--- src/rtl/cfgp_pkg.sv ---
package cfgp_pkg;
  localparam logic [7:0] KEY_ENTER    = 8'h55;
  localparam logic [7:0] KEY_EXIT     = 8'hAA;
  localparam logic [7:0] IX_LDN       = 8'h07;
  localparam logic [7:0] IX_ID        = 8'h20;
  localparam logic [7:0] IX_REV       = 8'h21;
  localparam logic [7:0] IX_ACT       = 8'h30;
  localparam logic [7:0] IX_PB_HI     = 8'h60;
  localparam logic [7:0] IX_PB_LO     = 8'h61;
  localparam logic [7:0] IX_SB_HI     = 8'h62;
  localparam logic [7:0] IX_SB_LO     = 8'h63;
  localparam logic [7:0] IX_PIRQ      = 8'h70;
  localparam logic [7:0] IX_SIRQ      = 8'h72;
  localparam logic [7:0] PIN_LO_BASE  = 8'hC0;
  localparam logic [7:0] PIN_HI_BASE  = 8'hE8;

  typedef enum logic {MODE_RUN = 1'b0, MODE_CFG = 1'b1} mode_e;
endpackage

--- src/rtl/cfgp_rst_sync.sv ---
module cfgp_rst_sync (
  input  logic clk,
  input  logic rst_n,
  output logic rst_sync_n
);
  logic [1:0] sync_q;

  always_ff @(posedge clk or negedge rst_n) begin
    if (!rst_n) sync_q <= 2'b00;
    else        sync_q <= {sync_q[0], 1'b1};
  end

  assign rst_sync_n = sync_q[1];
endmodule

--- src/rtl/cfgp_mode.sv ---
module cfgp_mode
  import cfgp_pkg::*;
(
  input  logic       clk,
  input  logic       rst_n,
  input  logic       idx_wr,
  input  logic [7:0] wdata,
  output logic       cfg_on,
  output logic [7:0] idx_q
);
  mode_e      mode_q, mode_d;
  logic [7:0] idx_d;

  always_comb begin
    mode_d = mode_q;
    idx_d  = idx_q;
    if (idx_wr) begin
      if (mode_q == MODE_RUN) begin
        if (wdata == KEY_ENTER) mode_d = MODE_CFG;
      end else if (wdata == KEY_EXIT) begin
        mode_d = MODE_RUN;
      end else begin
        idx_d = wdata;
      end
    end
  end

  always_ff @(posedge clk or negedge rst_n) begin
    if (!rst_n) begin
      mode_q <= MODE_RUN;
      idx_q  <= 8'h00;
    end else if (idx_wr) begin
      mode_q <= mode_d;
      idx_q  <= idx_d;
    end
  end

  assign cfg_on = (mode_q == MODE_CFG);


  enter_key_chk: assert property (@(posedge clk) disable iff (!rst_n)
    (idx_wr && !cfg_on && wdata == KEY_ENTER) |=> cfg_on);

  run_idx_hold_chk: assert property (@(posedge clk) disable iff (!rst_n)
    !cfg_on |=> $stable(idx_q));

  exit_key_chk: assert property (@(posedge clk) disable iff (!rst_n)
    (idx_wr && cfg_on && wdata == KEY_EXIT) |=> !cfg_on);
endmodule

--- src/rtl/cfgp_devbank.sv ---
module cfgp_devbank
  import cfgp_pkg::*;
#(
  parameter int NDEV = 9,
  parameter int BW   = 16,
  parameter int IW   = 4
) (
  input  logic             clk,
  input  logic             rst_n,
  input  logic             we,
  input  logic [7:0]       idx,
  input  logic [7:0]       wdata,
  input  logic [7:0]       ldn,
  output logic [7:0]       rd_val,
  output logic [NDEV-1:0]      dev_en,
  output logic [NDEV*BW-1:0]   dev_base,
  output logic [NDEV*IW-1:0]   dev_irq
);
  localparam int HB = BW / 2;

  logic [NDEV-1:0]         act_q,  act_d;
  logic [NDEV-1:0][BW-1:0] pb_q,   pb_d;
  logic [NDEV-1:0][BW-1:0] sb_q,   sb_d;
  logic [NDEV-1:0][IW-1:0] pi_q,   pi_d;
  logic [NDEV-1:0][IW-1:0] si_q,   si_d;
  logic [NDEV-1:0]         hit;

  always_comb begin
    act_d = act_q; pb_d = pb_q; sb_d = sb_q; pi_d = pi_q; si_d = si_q;
    for (int d = 0; d < NDEV; d++) begin
      hit[d] = (ldn == 8'(d));
      if (we && hit[d]) begin
        case (idx)
          IX_ACT:   act_d[d]        = wdata[0];
          IX_PB_HI: pb_d[d][BW-1:HB] = wdata;
          IX_PB_LO: pb_d[d][HB-1:0]  = wdata;
          IX_SB_HI: sb_d[d][BW-1:HB] = wdata;
          IX_SB_LO: sb_d[d][HB-1:0]  = wdata;
          IX_PIRQ:  pi_d[d]         = wdata[IW-1:0];
          IX_SIRQ:  si_d[d]         = wdata[IW-1:0];
          default: ;
        endcase
      end
    end
  end

  always_ff @(posedge clk or negedge rst_n) begin
    if (!rst_n) begin
      act_q <= '0; pb_q <= '0; sb_q <= '0; pi_q <= '0; si_q <= '0;
    end else if (we) begin
      act_q <= act_d; pb_q <= pb_d; sb_q <= sb_d; pi_q <= pi_d; si_q <= si_d;
    end
  end

  always_comb begin
    rd_val = 8'h00;
    for (int d = 0; d < NDEV; d++) begin
      if (hit[d]) begin
        case (idx)
          IX_ACT:   rd_val = {7'b0, act_q[d]};
          IX_PB_HI: rd_val = pb_q[d][BW-1:HB];
          IX_PB_LO: rd_val = pb_q[d][HB-1:0];
          IX_SB_HI: rd_val = sb_q[d][BW-1:HB];
          IX_SB_LO: rd_val = sb_q[d][HB-1:0];
          IX_PIRQ:  rd_val = 8'(pi_q[d]);
          IX_SIRQ:  rd_val = 8'(si_q[d]);
          default:  rd_val = 8'h00;
        endcase
      end
    end
  end

  for (genvar g = 0; g < NDEV; g++) begin : g_dev
    assign dev_en[g]             = act_q[g];
    assign dev_base[g*BW +: BW]  = pb_q[g];
    assign dev_irq[g*IW +: IW]   = pi_q[g];


    bank_isolate_chk: assert property (@(posedge clk) disable iff (!rst_n)
      !(we && ldn == 8'(g)) |=> ($stable(act_q[g]) && $stable(pb_q[g]) &&
                                 $stable(pi_q[g]) && $stable(sb_q[g]) && $stable(si_q[g])));
  end
endmodule

--- src/rtl/cfgp_pins.sv ---
module cfgp_pins
  import cfgp_pkg::*;
#(
  parameter int NPIN    = 16,
  parameter int AUX_LDN = 8
) (
  input  logic              clk,
  input  logic              rst_n,
  input  logic              we,
  input  logic [7:0]        idx,
  input  logic [7:0]        wdata,
  input  logic [7:0]        ldn,
  output logic [7:0]        rd_val,
  output logic [NPIN-1:0]   pin_dir,
  output logic [NPIN-1:0]   pin_inv,
  output logic [NPIN-1:0]   pin_irq_en,
  output logic [2*NPIN-1:0] pin_func
);
  localparam int CW   = 5;
  localparam int HALF = 8;

  logic [NPIN-1:0][CW-1:0] cfg_q, cfg_d;
  logic                    aux_sel;

  function automatic logic [7:0] pin_index(input int k);
    if (k < HALF) return PIN_LO_BASE + 8'(k);
    else          return PIN_HI_BASE + 8'(k - HALF);
  endfunction

  assign aux_sel = (ldn == 8'(AUX_LDN));

  always_comb begin
    cfg_d  = cfg_q;
    rd_val = 8'h00;
    for (int k = 0; k < NPIN; k++) begin
      if (aux_sel && idx == pin_index(k)) begin
        rd_val = 8'(cfg_q[k]);
        if (we) cfg_d[k] = wdata[CW-1:0];
      end
    end
  end

  always_ff @(posedge clk or negedge rst_n) begin
    if (!rst_n)  cfg_q <= '0;
    else if (we) cfg_q <= cfg_d;
  end

  for (genvar g = 0; g < NPIN; g++) begin : g_pin
    assign pin_dir[g]          = cfg_q[g][0];
    assign pin_inv[g]          = cfg_q[g][1];
    assign pin_irq_en[g]       = cfg_q[g][2];
    assign pin_func[2*g +: 2]  = cfg_q[g][4:3];
  end


  pins_wrong_ldn_chk: assert property (@(posedge clk) disable iff (!rst_n)
    !aux_sel |=> $stable(cfg_q));

  pins_read_upper_chk: assert property (@(posedge clk) disable iff (!rst_n)
    rd_val[7:5] == 3'b000);
endmodule

--- src/rtl/cfgp_ctrl.sv ---
module cfgp_ctrl
  import cfgp_pkg::*;
#(
  parameter int          AW       = 16,
  parameter logic [15:0] IDX_PORT = 16'h03F0,
  parameter logic [7:0]  CHIP_ID  = 8'h30,
  parameter logic [7:0]  CHIP_REV = 8'h01,
  parameter int          NDEV     = 9,
  parameter int          BW       = 16,
  parameter int          IW       = 4,
  parameter int          NPIN     = 16,
  parameter int          AUX_LDN  = 8
) (
  input  logic                 clk,
  input  logic                 rst_n,
  input  logic [AW-1:0]        bus_addr,
  input  logic [7:0]           bus_wdata,
  input  logic                 bus_wr,
  input  logic                 bus_rd,
  output logic [7:0]           bus_rdata,
  output logic [NDEV-1:0]      dev_en,
  output logic [NDEV*BW-1:0]   dev_base,
  output logic [NDEV*IW-1:0]   dev_irq,
  output logic [NPIN-1:0]      pin_dir,
  output logic [NPIN-1:0]      pin_inv,
  output logic [NPIN-1:0]      pin_irq_en,
  output logic [2*NPIN-1:0]    pin_func
);
  localparam logic [AW-1:0] IDX_A = AW'(IDX_PORT);
  localparam logic [AW-1:0] DAT_A = AW'(IDX_PORT) + AW'(1);

  logic       rst_i_n;
  logic       at_idx, at_dat, idx_wr, dat_we, cfg_on;
  logic [7:0] idx_q, ldn_q, ldn_d, bank_rd, pin_rd, reg_val;

  cfgp_rst_sync u_rst (.clk(clk), .rst_n(rst_n), .rst_sync_n(rst_i_n));

  assign at_idx = (bus_addr == IDX_A);
  assign at_dat = (bus_addr == DAT_A);
  assign idx_wr = bus_wr && at_idx;
  assign dat_we = bus_wr && at_dat && cfg_on;

  cfgp_mode u_mode (
    .clk(clk), .rst_n(rst_i_n), .idx_wr(idx_wr), .wdata(bus_wdata),
    .cfg_on(cfg_on), .idx_q(idx_q)
  );

  always_comb begin
    ldn_d = ldn_q;
    if (dat_we && idx_q == IX_LDN) ldn_d = bus_wdata;
  end

  always_ff @(posedge clk or negedge rst_i_n) begin
    if (!rst_i_n)    ldn_q <= 8'h00;
    else if (dat_we) ldn_q <= ldn_d;
  end

  cfgp_devbank #(.NDEV(NDEV), .BW(BW), .IW(IW)) u_bank (
    .clk(clk), .rst_n(rst_i_n), .we(dat_we), .idx(idx_q), .wdata(bus_wdata),
    .ldn(ldn_q), .rd_val(bank_rd), .dev_en(dev_en), .dev_base(dev_base),
    .dev_irq(dev_irq)
  );

  cfgp_pins #(.NPIN(NPIN), .AUX_LDN(AUX_LDN)) u_pins (
    .clk(clk), .rst_n(rst_i_n), .we(dat_we), .idx(idx_q), .wdata(bus_wdata),
    .ldn(ldn_q), .rd_val(pin_rd), .pin_dir(pin_dir), .pin_inv(pin_inv),
    .pin_irq_en(pin_irq_en), .pin_func(pin_func)
  );

  always_comb begin
    case (idx_q)
      IX_LDN:  reg_val = ldn_q;
      IX_ID:   reg_val = CHIP_ID;
      IX_REV:  reg_val = CHIP_REV;
      default: reg_val = bank_rd | pin_rd;
    endcase
  end

  assign bus_rdata = (bus_rd && at_dat && cfg_on) ? reg_val : 8'hFF;


  run_read_ff_chk: assert property (@(posedge clk) disable iff (!rst_i_n)
    (bus_rd && !cfg_on) |-> bus_rdata == 8'hFF);

  id_read_chk: assert property (@(posedge clk) disable iff (!rst_i_n)
    (bus_rd && at_dat && cfg_on && idx_q == IX_ID) |-> bus_rdata == CHIP_ID);

  ldn_run_hold_chk: assert property (@(posedge clk) disable iff (!rst_i_n)
    !cfg_on |=> $stable(ldn_q));
endmodule

--- config.mk ---
export PLATFORM = sky130hd
export DESIGN_NAME = cfgp_ctrl
export DESIGN_NICKNAME = d
export VERILOG_FILES = /design/src/rtl/cfgp_pkg.sv /design/src/rtl/cfgp_rst_sync.sv /design/src/rtl/cfgp_mode.sv /design/src/rtl/cfgp_devbank.sv /design/src/rtl/cfgp_pins.sv /design/src/rtl/cfgp_ctrl.sv
export SDC_FILE = /design/constraint.sdc
export NUM_CORES = 1
export LEC_CHECK = 0
export BUFFER_PORTS_ARGS = -buffer_cell sky130_fd_sc_hd__buf_2
export CORE_AREA = 2 2 227 229
export CTS_BUF_LIST = sky130_fd_sc_hd__clkbuf_8
export CTS_CLUSTER_DIAMETER = 200
export DETAILED_ROUTE_END_ITERATION = 10
export DIE_AREA = 0 0 229 231
export GPL_ROUTABILITY_DRIVEN = 0
export SLEW_MARGIN = 20
export SYNTH_ARGS = -nofsm -noshare
export SYNTH_HDL_FRONTEND = slang
export SYNTH_HIERARCHICAL = 1
export SYNTH_SLANG_ARGS = --single-unit
--- constraint.sdc ---
create_clock -name clk -period 16.8 [get_ports clk]
set_clock_uncertainty 0.15 [all_clocks]
set_input_delay 3.36 -clock clk [delete_from_list [all_inputs] [get_ports clk]]
set_output_delay 3.36 -clock clk [all_outputs]
set_load 0.1 [all_outputs]
==> impl_metrics.json, run 1 <==
{
  "run_status": "finished clean",
  "nets": 1975,
  "ys_ff_latch": 468,
  "syn_to_final_growth_pct": 16.5,
  "die_h_um": 231,
  "cts_tree": "yes",
  "worst-r2r-setup-slack_ps": 12550,
  "critPathCaptureType": "output port",
  "multiInputGateArea_mm2": 0.0102,
  "fillers": 4447,
  "period_share_pct": 53.8,
  "grtUsageTotal_pct": 26.8,
  "min-delay-start": "u_rst/sync_q[0]$_DFF_PN0_",
  "hold_end": "u_rst/sync_q[1]$_DFF_PN0_",
  "slew_viol_final": 0,
  "yosysWarnings": 6,
  "drt_pass1_iterations": 5,
  "fin_tns_setup_ps": 0,
  "maxCapViolCount": 0,
  "path_max_fanout": 67,
  "pin_count": 305,
  "via_per_inst": 6.03,
  "clock_tree.root_cell": "clkbuf_8",
  "cts_resized": 0,
  "htreeDepth": 3,
  "ys_seq_area_share_pct": 52.2,
  "synthArstFlopShare_pct": 100,
  "required_ps": 13290,
  "floorplan.rows": 83,
  "r2r-end": "u_bank/dev_base[140]$_DFFE_PN0P_",
  "grt_pass1_vias": 16400,
  "die_width_um": 229,
  "drt-initial-drc-count": 1669,
  "power_density_mw_per_mm2": 84.0,
  "cts_hold_buf": 0,
  "grt_pass1_wl_um": 106000,
  "finalInstanceArea_mm2": 0.0261,
  "wire_per_inst_um": 26.7,
  "post-cts-setup-buffers": 0,
  "clkSinkCount": 468,
  "start_util_pct": 44.3,
  "fin_crit_ps": 9040,
  "slew_headroom_pct": 30.0,
  "synth-main-ff-cell": "dfrtp_1",
  "finalWirelength_um": 71600,
  "syn_area_mm2": 0.0224,
  "worst_pin_slew_ps": 1050,
  "syn_area_per_cell_um2": 13.7,
  "finalHoldViolations": 0,
  "grt_max_degree": 184,
  "fp.dieArea_mm2": 0.0529,
  "fmax_ghz": 0.111,
  "clockBufferDepth": 3,
  "cts_made_buffers": 81,
  "critical_path_class": "reg2out",
  "leakage_nw": 13.3,
  "layout-drive-gt1-share_pct": 52.0,
  "route.detailed.drc": 0,
  "port_buffers": 304,
  "yosysUniqueCellTypes": 86,
  "reg2regPathDepth": 7,
  "crit_arrival_ps": 5530,
  "num_vias": 16200,
  "hold_path_class": "reg2reg",
  "dpl.hpwl_um": 48900,
  "clk_pin_slew_ps": 60,
  "netlist_instances": 1641,
  "regArea_mm2": 0.0117,
  "start_kind": "flip-flop",
  "setup_viol": 0,
  "coreArea_mm2": 0.0507,
  "drtAntennaViolNets": 0,
  "rsz0062_at_grt": "false",
  "grt-ovfl-total": 0,
  "clock_latency_ps": 650,
  "synth_edf_count": 0,
  "place_area_mm2": 0.0245,
  "holdPathStages": 0,
  "vdd_drop_max_v": 0.0000496,
  "grt_antenna_before_repair": 0,
  "reg2reg_from": "u_mode/idx_q[2]$_DFFE_PN0P_"
}
sequential cells by signal, indices dropped and copies added, names as in the netlist:
signal / cells
u_bank/dev_base: 144
u_bank/sb_q: 144
u_bank/dev_irq: 36
u_bank/si_q: 36
u_pins/pin_func: 32
u_pins/pin_dir: 16
u_pins/pin_inv: 16
u_pins/pin_irq_en: 16
u_bank/dev_en: 9
ldn_q: 8
u_mode/idx_q: 8
u_rst/sync_q: 2
u_mode/cfg_on: 1
layout by cell type (no fill, tap or decap), types with 6 or more instances in the layout:
cell type and instances:
o22ai_1 7, a222oi_1 9, buf_4 22, nor2_8 8
inv_1 36, nor2b_1 8, nand4b_1 6, and2_1 7
nor2_2 13, a211oi_1 6, a31oi_1 11, a22oi_1 32
and3_1 13, nor3_1 11, mux2i_1 8, o211ai_1 9
a21oi_1 37, a221oi_1 10, nand2_1 73, mux2_4 8
nand3_1 17, mux4_2 59, or3_1 7, nor2_4 11
nand4_1 14, dfrtp_1 465, clkbuf_8 105, nor2_1 54
buf_2 304, o21ai_0 28, mux2_2 463, a22o_1 19
nand2_2 9
cells by family after synthesis:
family | count (synthesis) | share of synthesized area (%)
AND/OR/NAND/NOR | 301 | 8.38
flip-flops | 468 | 52.2
other | 2 | 0.0335
buffers and inverters | 117 | 2.32
AO/OA/AOI/OAI | 210 | 6.74
multiplexers | 543 | 30.3
worst max-delay path by stage:
stage	slack (ps)	from	endpoint	cells after the start
2_1_floorplan	2640	u_rst/sync_q[1]$_DFF_PN0_	ldn_q[0]$_DFFE_PN0P_	0
3_3_place_gp	8050	bus_addr[11]	bus_rdata[5]	6
3_5_place_dp	7970	bus_addr[11]	bus_rdata[4]	6
4_1_cts	7800	u_mode/idx_q[1]$_DFFE_PN0P_	bus_rdata[0]	10
5_1_grt	7550	u_mode/idx_q[1]$_DFFE_PN0P_	bus_rdata[0]	10
6_report	7760	u_mode/idx_q[1]$_DFFE_PN0P_	bus_rdata[0]	10
cell usage after synthesis, types with 8 or more instances:
cell type  count  share of area, %
a221oi_1      10              0.39
o211ai_1       9              0.30
a21oi_1       37              0.83
buf_2         21              0.47
inv_1         10              0.17
a22o_1        19              0.74
mux4_2        59               5.9
a222oi_1       9              0.40
nor2_4        11              0.55
o21ai_0       28              0.62
mux2_4         8              0.54
nand4_1       14              0.39
buf_1         15              0.25
clkbuf_1      60               1.0
a31oi_1       11              0.31
dfrtp_1      468                52
nand2_2        9              0.25
nand3_1       17              0.38
nor3_1        11              0.25
nor2b_1        8              0.22
nand2_1       73               1.2
a22oi_1       32               1.1
nor2_2        13              0.36
mux2i_1        8              0.36
nor2_1        54              0.90
mux2_2       463                23
and3_1        13              0.36
nor2_8         8              0.71
layer usage:
metal  global-route usage, %  part of all wire [%]
met1                    36.6                    42
met4                    10.4                   3.4
met2                    41.8                    47
met5                       0                     0
met3                    6.03                   7.9
critical path: stages, from the launching register on:
cell       delay [ps]
dfrtp_4           880
buf_4             870
nor2b_1           270
and4_1            750
a22oi_1           210
o221a_2           300
o311a_1           390
o2111ai_1         430
nor2_1            120
o211ai_1          180
buf_2             450
where the power goes:
part	internal, W	switching, W	total (W)
Combinational	0.00000622	0.0000415	0.0000478
Sequential	0.00113	0.00000267	0.00113
Clock	0.000555	0.000462	0.00102
Total	0.00169	0.000506	0.00220
final cells by class:
type	instances	area share [%]
clock buffer	105	5.53
multi-input combinational	1058	39.1
inverter	10	0.144
timing repair buffer	328	6.61
sequential	468	44.9
clock inverter	33	0.531
tap	680	3.26
antenna	1	0.00957
per-stage QoR:
step                power [W]  util [%]  hold slack (ps)  std cells  setup slack, ps
CTS                   0.00222      51.6              196       2682             7800
finish                0.00220      51.6              195       2683             7760
global placement      0.00120      48.4              189       2544             8050
global route          0.00228      51.6              210       2682             7550
detailed placement    0.00120      48.4              185       2544             7970
floorplan             0.00118         -              181       1643             2640
No activity file was read; power rests on OpenSTA's default activity.
==> inputs of run 2 (changes only) <==
ABC_AREA = 1   (was not set)
CORE_AREA = 2 2 226 228   (was 2 2 227 229)
DIE_AREA = 0 0 228 230   (was 0 0 229 231)
clock period = 9 ns   (was 16.8 ns; I/O delays follow)
==> impl_metrics.json, run 2 <==
{
  "synth_top_family_by_area": "simple AND/OR/NAND/NOR gates",
  "ys_seq_area_share_pct": 52.6,
  "vdd_drop_max_v": 0.000106,
  "yosysMostFrequentCell": "nand2_1",
  "required_ps": 7050,
  "p_switching_w": 0.00101,
  "grt_max_degree": 195,
  "die_h_um": 230,
  "ys_ff_latch": 468,
  "cts_tree": "yes",
  "synth-main-ff-cell": "dfrtp_1",
  "synth-xor-area-share_pct": 0,
  "htreeDepth": 3,
  "fmax_ghz": 0.140,
  "multiInputGateArea_mm2": 0.00923,
  "diodes": 0,
  "synth_compound_area_share_pct": 14.7,
  "critPathSlowestCell": "clkinv_1",
  "die_width_um": 228,
  "grt-ovfl-total": 0,
  "p_seq_share_pct": 49.8,
  "floorplan.rows": 82,
  "power_density_mw_per_mm2": 163,
  "pwr-share-clk_pct": 47.8,
  "path_max_fanout": 26,
  "nets": 3083,
  "run_status": "finished clean",
  "clkSinkCount": 468,
  "pwr-share-comb_pct": 2.4,
  "clk_pin_slew_ps": 60,
  "layout_common_cells": "nand2_1, dfrtp_1, o21ai_0",
  "p_int_w": 0.00323,
  "fin_tns_setup_ps": 0,
  "drtAntennaViolNets": 0,
  "port_buffers": 304,
  "regArea_mm2": 0.0117,
  "synthAdderAreaFrac_pct": 0,
  "cts_made_buffers": 81,
  "clockBufferDepth": 3,
  "fp.dieArea_mm2": 0.0524,
  "syn_area_mm2": 0.0223,
  "pin_count": 305,
  "critPathMaxStageDelay_ps": 880,
  "synth_top_cells_by_area": "dfrtp_1, nand2_1, o21ai_0, inv_1, nor2_1",
  "worst_pin_slew_ps": 930,
  "critical_path_class": "reg2out",
  "yosysWarnings": 6,
  "grtUsageTotal_pct": 28.8,
  "coreArea_mm2": 0.0499,
  "fillers": 4891,
  "cts_hold_buf": 0,
  "synth_common_cells": "nand2_1, dfrtp_1, o21ai_0",
  "synth_top_area_cell": "dfrtp_1",
  "rsz0062_at_grt": "false",
  "netlist_instances": 2772,
  "dpl.hpwl_um": 52400,
  "drt_pass1_iterations": 5,
  "maxCapViolCount": 0,
  "finalHoldViolations": 0,
  "hold_ws_ps": 206,
  "synth_edf_count": 0,
  "finalWirelength_um": 76500,
  "clock_tree.root_cell": "clkbuf_8",
  "drt-initial-drc-count": 2247,
  "grt_antenna_before_repair": 1,
  "slew_headroom_pct": 38.0,
  "critPathCaptureType": "output port",
  "synth.area.mux_share_pct": 0,
  "synthSimpleGateAreaFrac_pct": 26.7,
  "post-cts-setup-buffers": 0,
  "clock_latency_ps": 680,
  "syn_area_per_cell_um2": 8.03,
  "cts_resized": 0,
  "slew_viol_final": 0,
  "start_kind": "flip-flop",
  "layout-drive-gt1-share_pct": 18.3,
  "fin_crit_ps": 7120,
  "yosysUniqueCellTypes": 52,
  "period_share_pct": 79.1,
  "synthArstFlopShare_pct": 100,
  "route.detailed.drc": 0,
  "setup_viol": 0,
  "syn_to_final_growth_pct": 16.5,
  "switching_share_pct": 23.8,
  "leakage_nw": 13.0,
  "start_util_pct": 44.6,
  "via_per_inst": 5.42,
  "critPathMostFrequentCell": "nand2_1",
  "grt_pass1_wl_um": 116000,
  "layout_commonest_cell": "nand2_1",
  "wire_per_inst_um": 20.2,
  "num_vias": 20500,
  "hold_path_class": "reg2reg",
  "netlist.area_leader.share_pct": 52.6,
  "crit_arrival_ps": 5170,
  "worstPathCellList": "inv_1 > nand2_1 > nor2_1 > nand2_1 > clkinv_1 > nand2_1 > nand2_1 > nor2_1 > nand3_1 > a21oi_1 > nand2_1 > a21oi_1 > nand4_1 > or2_2 > nand3_1 > nand3_1 > buf_2",
  "grt_pass1_vias": 19300
}
run 2: path summary, 6_finish.rpt:
kind | from | end | slack, ps | cells past startpoint
max | u_mode/idx_q[3]$_DFFE_PN0P_ | bus_rdata[3] | 1880 | 17
min | u_rst/sync_q[0]$_DFF_PN0_ | u_rst/sync_q[1]$_DFF_PN0_ | 210 | 0
max reg2reg | u_mode/idx_q[1]$_DFFE_PN0P_ | u_bank/dev_irq[9]$_DFFE_PN0P_ | 5380 | 8
min reg2reg | u_rst/sync_q[0]$_DFF_PN0_ | u_rst/sync_q[1]$_DFF_PN0_ | 210 | 0
max in group asynchronous | u_rst/sync_q[1]$_DFF_PN0_ | u_pins/pin_func[9]$_DFFE_PN0P_ | 6180 | 3
min in group asynchronous | u_rst/sync_q[1]$_DFF_PN0_ | u_bank/dev_base[83]$_DFFE_PN0P_ | 280 | 0
run 2: metrics by stage:
stage	setup WS (ps)	cell area, um^2	cells	util, %	total power (W)
finish	1880	25900	3791	52.0	0.00424
CTS	1990	25900	3790	52.0	0.00428
detailed placement	2740	24200	3643	48.6	0.00225
floorplan	1220	22300	2774	-	0.00220
global route	1500	25900	3791	52.0	0.00439
global placement	2810	24200	3643	48.6	0.00225
run 2: routing by layer:
layer	routed length, um	track usage, %	vias to the layer above
met5	8	0	-
met1	33200	40.1	9840
met2	34500	44.3	942
li1	-	-	9606
met4	2650	11.7	2
met3	6100	5.88	147
run 2: area by class of cell:
type,count,area share (%)
flip-flops and latches,468,45.2
repair buffers,325,6.65
clock buffers,106,5.62
multi-input cells,1988,35.6
well taps,672,3.24
inverters,191,2.79
clock inverters,41,0.936
run 2: power by group through the flow:
| stage | registers [W] | clock network (W) | logic, W |
|---|---|---|---|
| global placement | 0.00215 | 0 | 0.000102 |
| finish | 0.00211 | 0.00203 | 0.000102 |
| detailed placement | 0.00215 | 0 | 0.000103 |
| CTS | 0.00211 | 0.00206 | 0.000103 |
| global route | 0.00211 | 0.00217 | 0.000112 |
| floorplan | 0.00217 | 0 | 0.0000266 |
run 2: critical path: cells and delay by family, from the launching register on:
family / cells / cell delay [ps]
buffers and inverters: 3 / 1250
AO/OA/AOI/OAI: 2 / 490
flip-flops: 1 / 560
AND/OR/NAND/NOR: 12 / 2190
run 2: logic make-up after synthesis:
family                 count (synthesis)
buffers and inverters                318
AO/OA/AOI/OAI                        617
AND/OR/NAND/NOR                     1367
other                                  2
flip-flops                           468
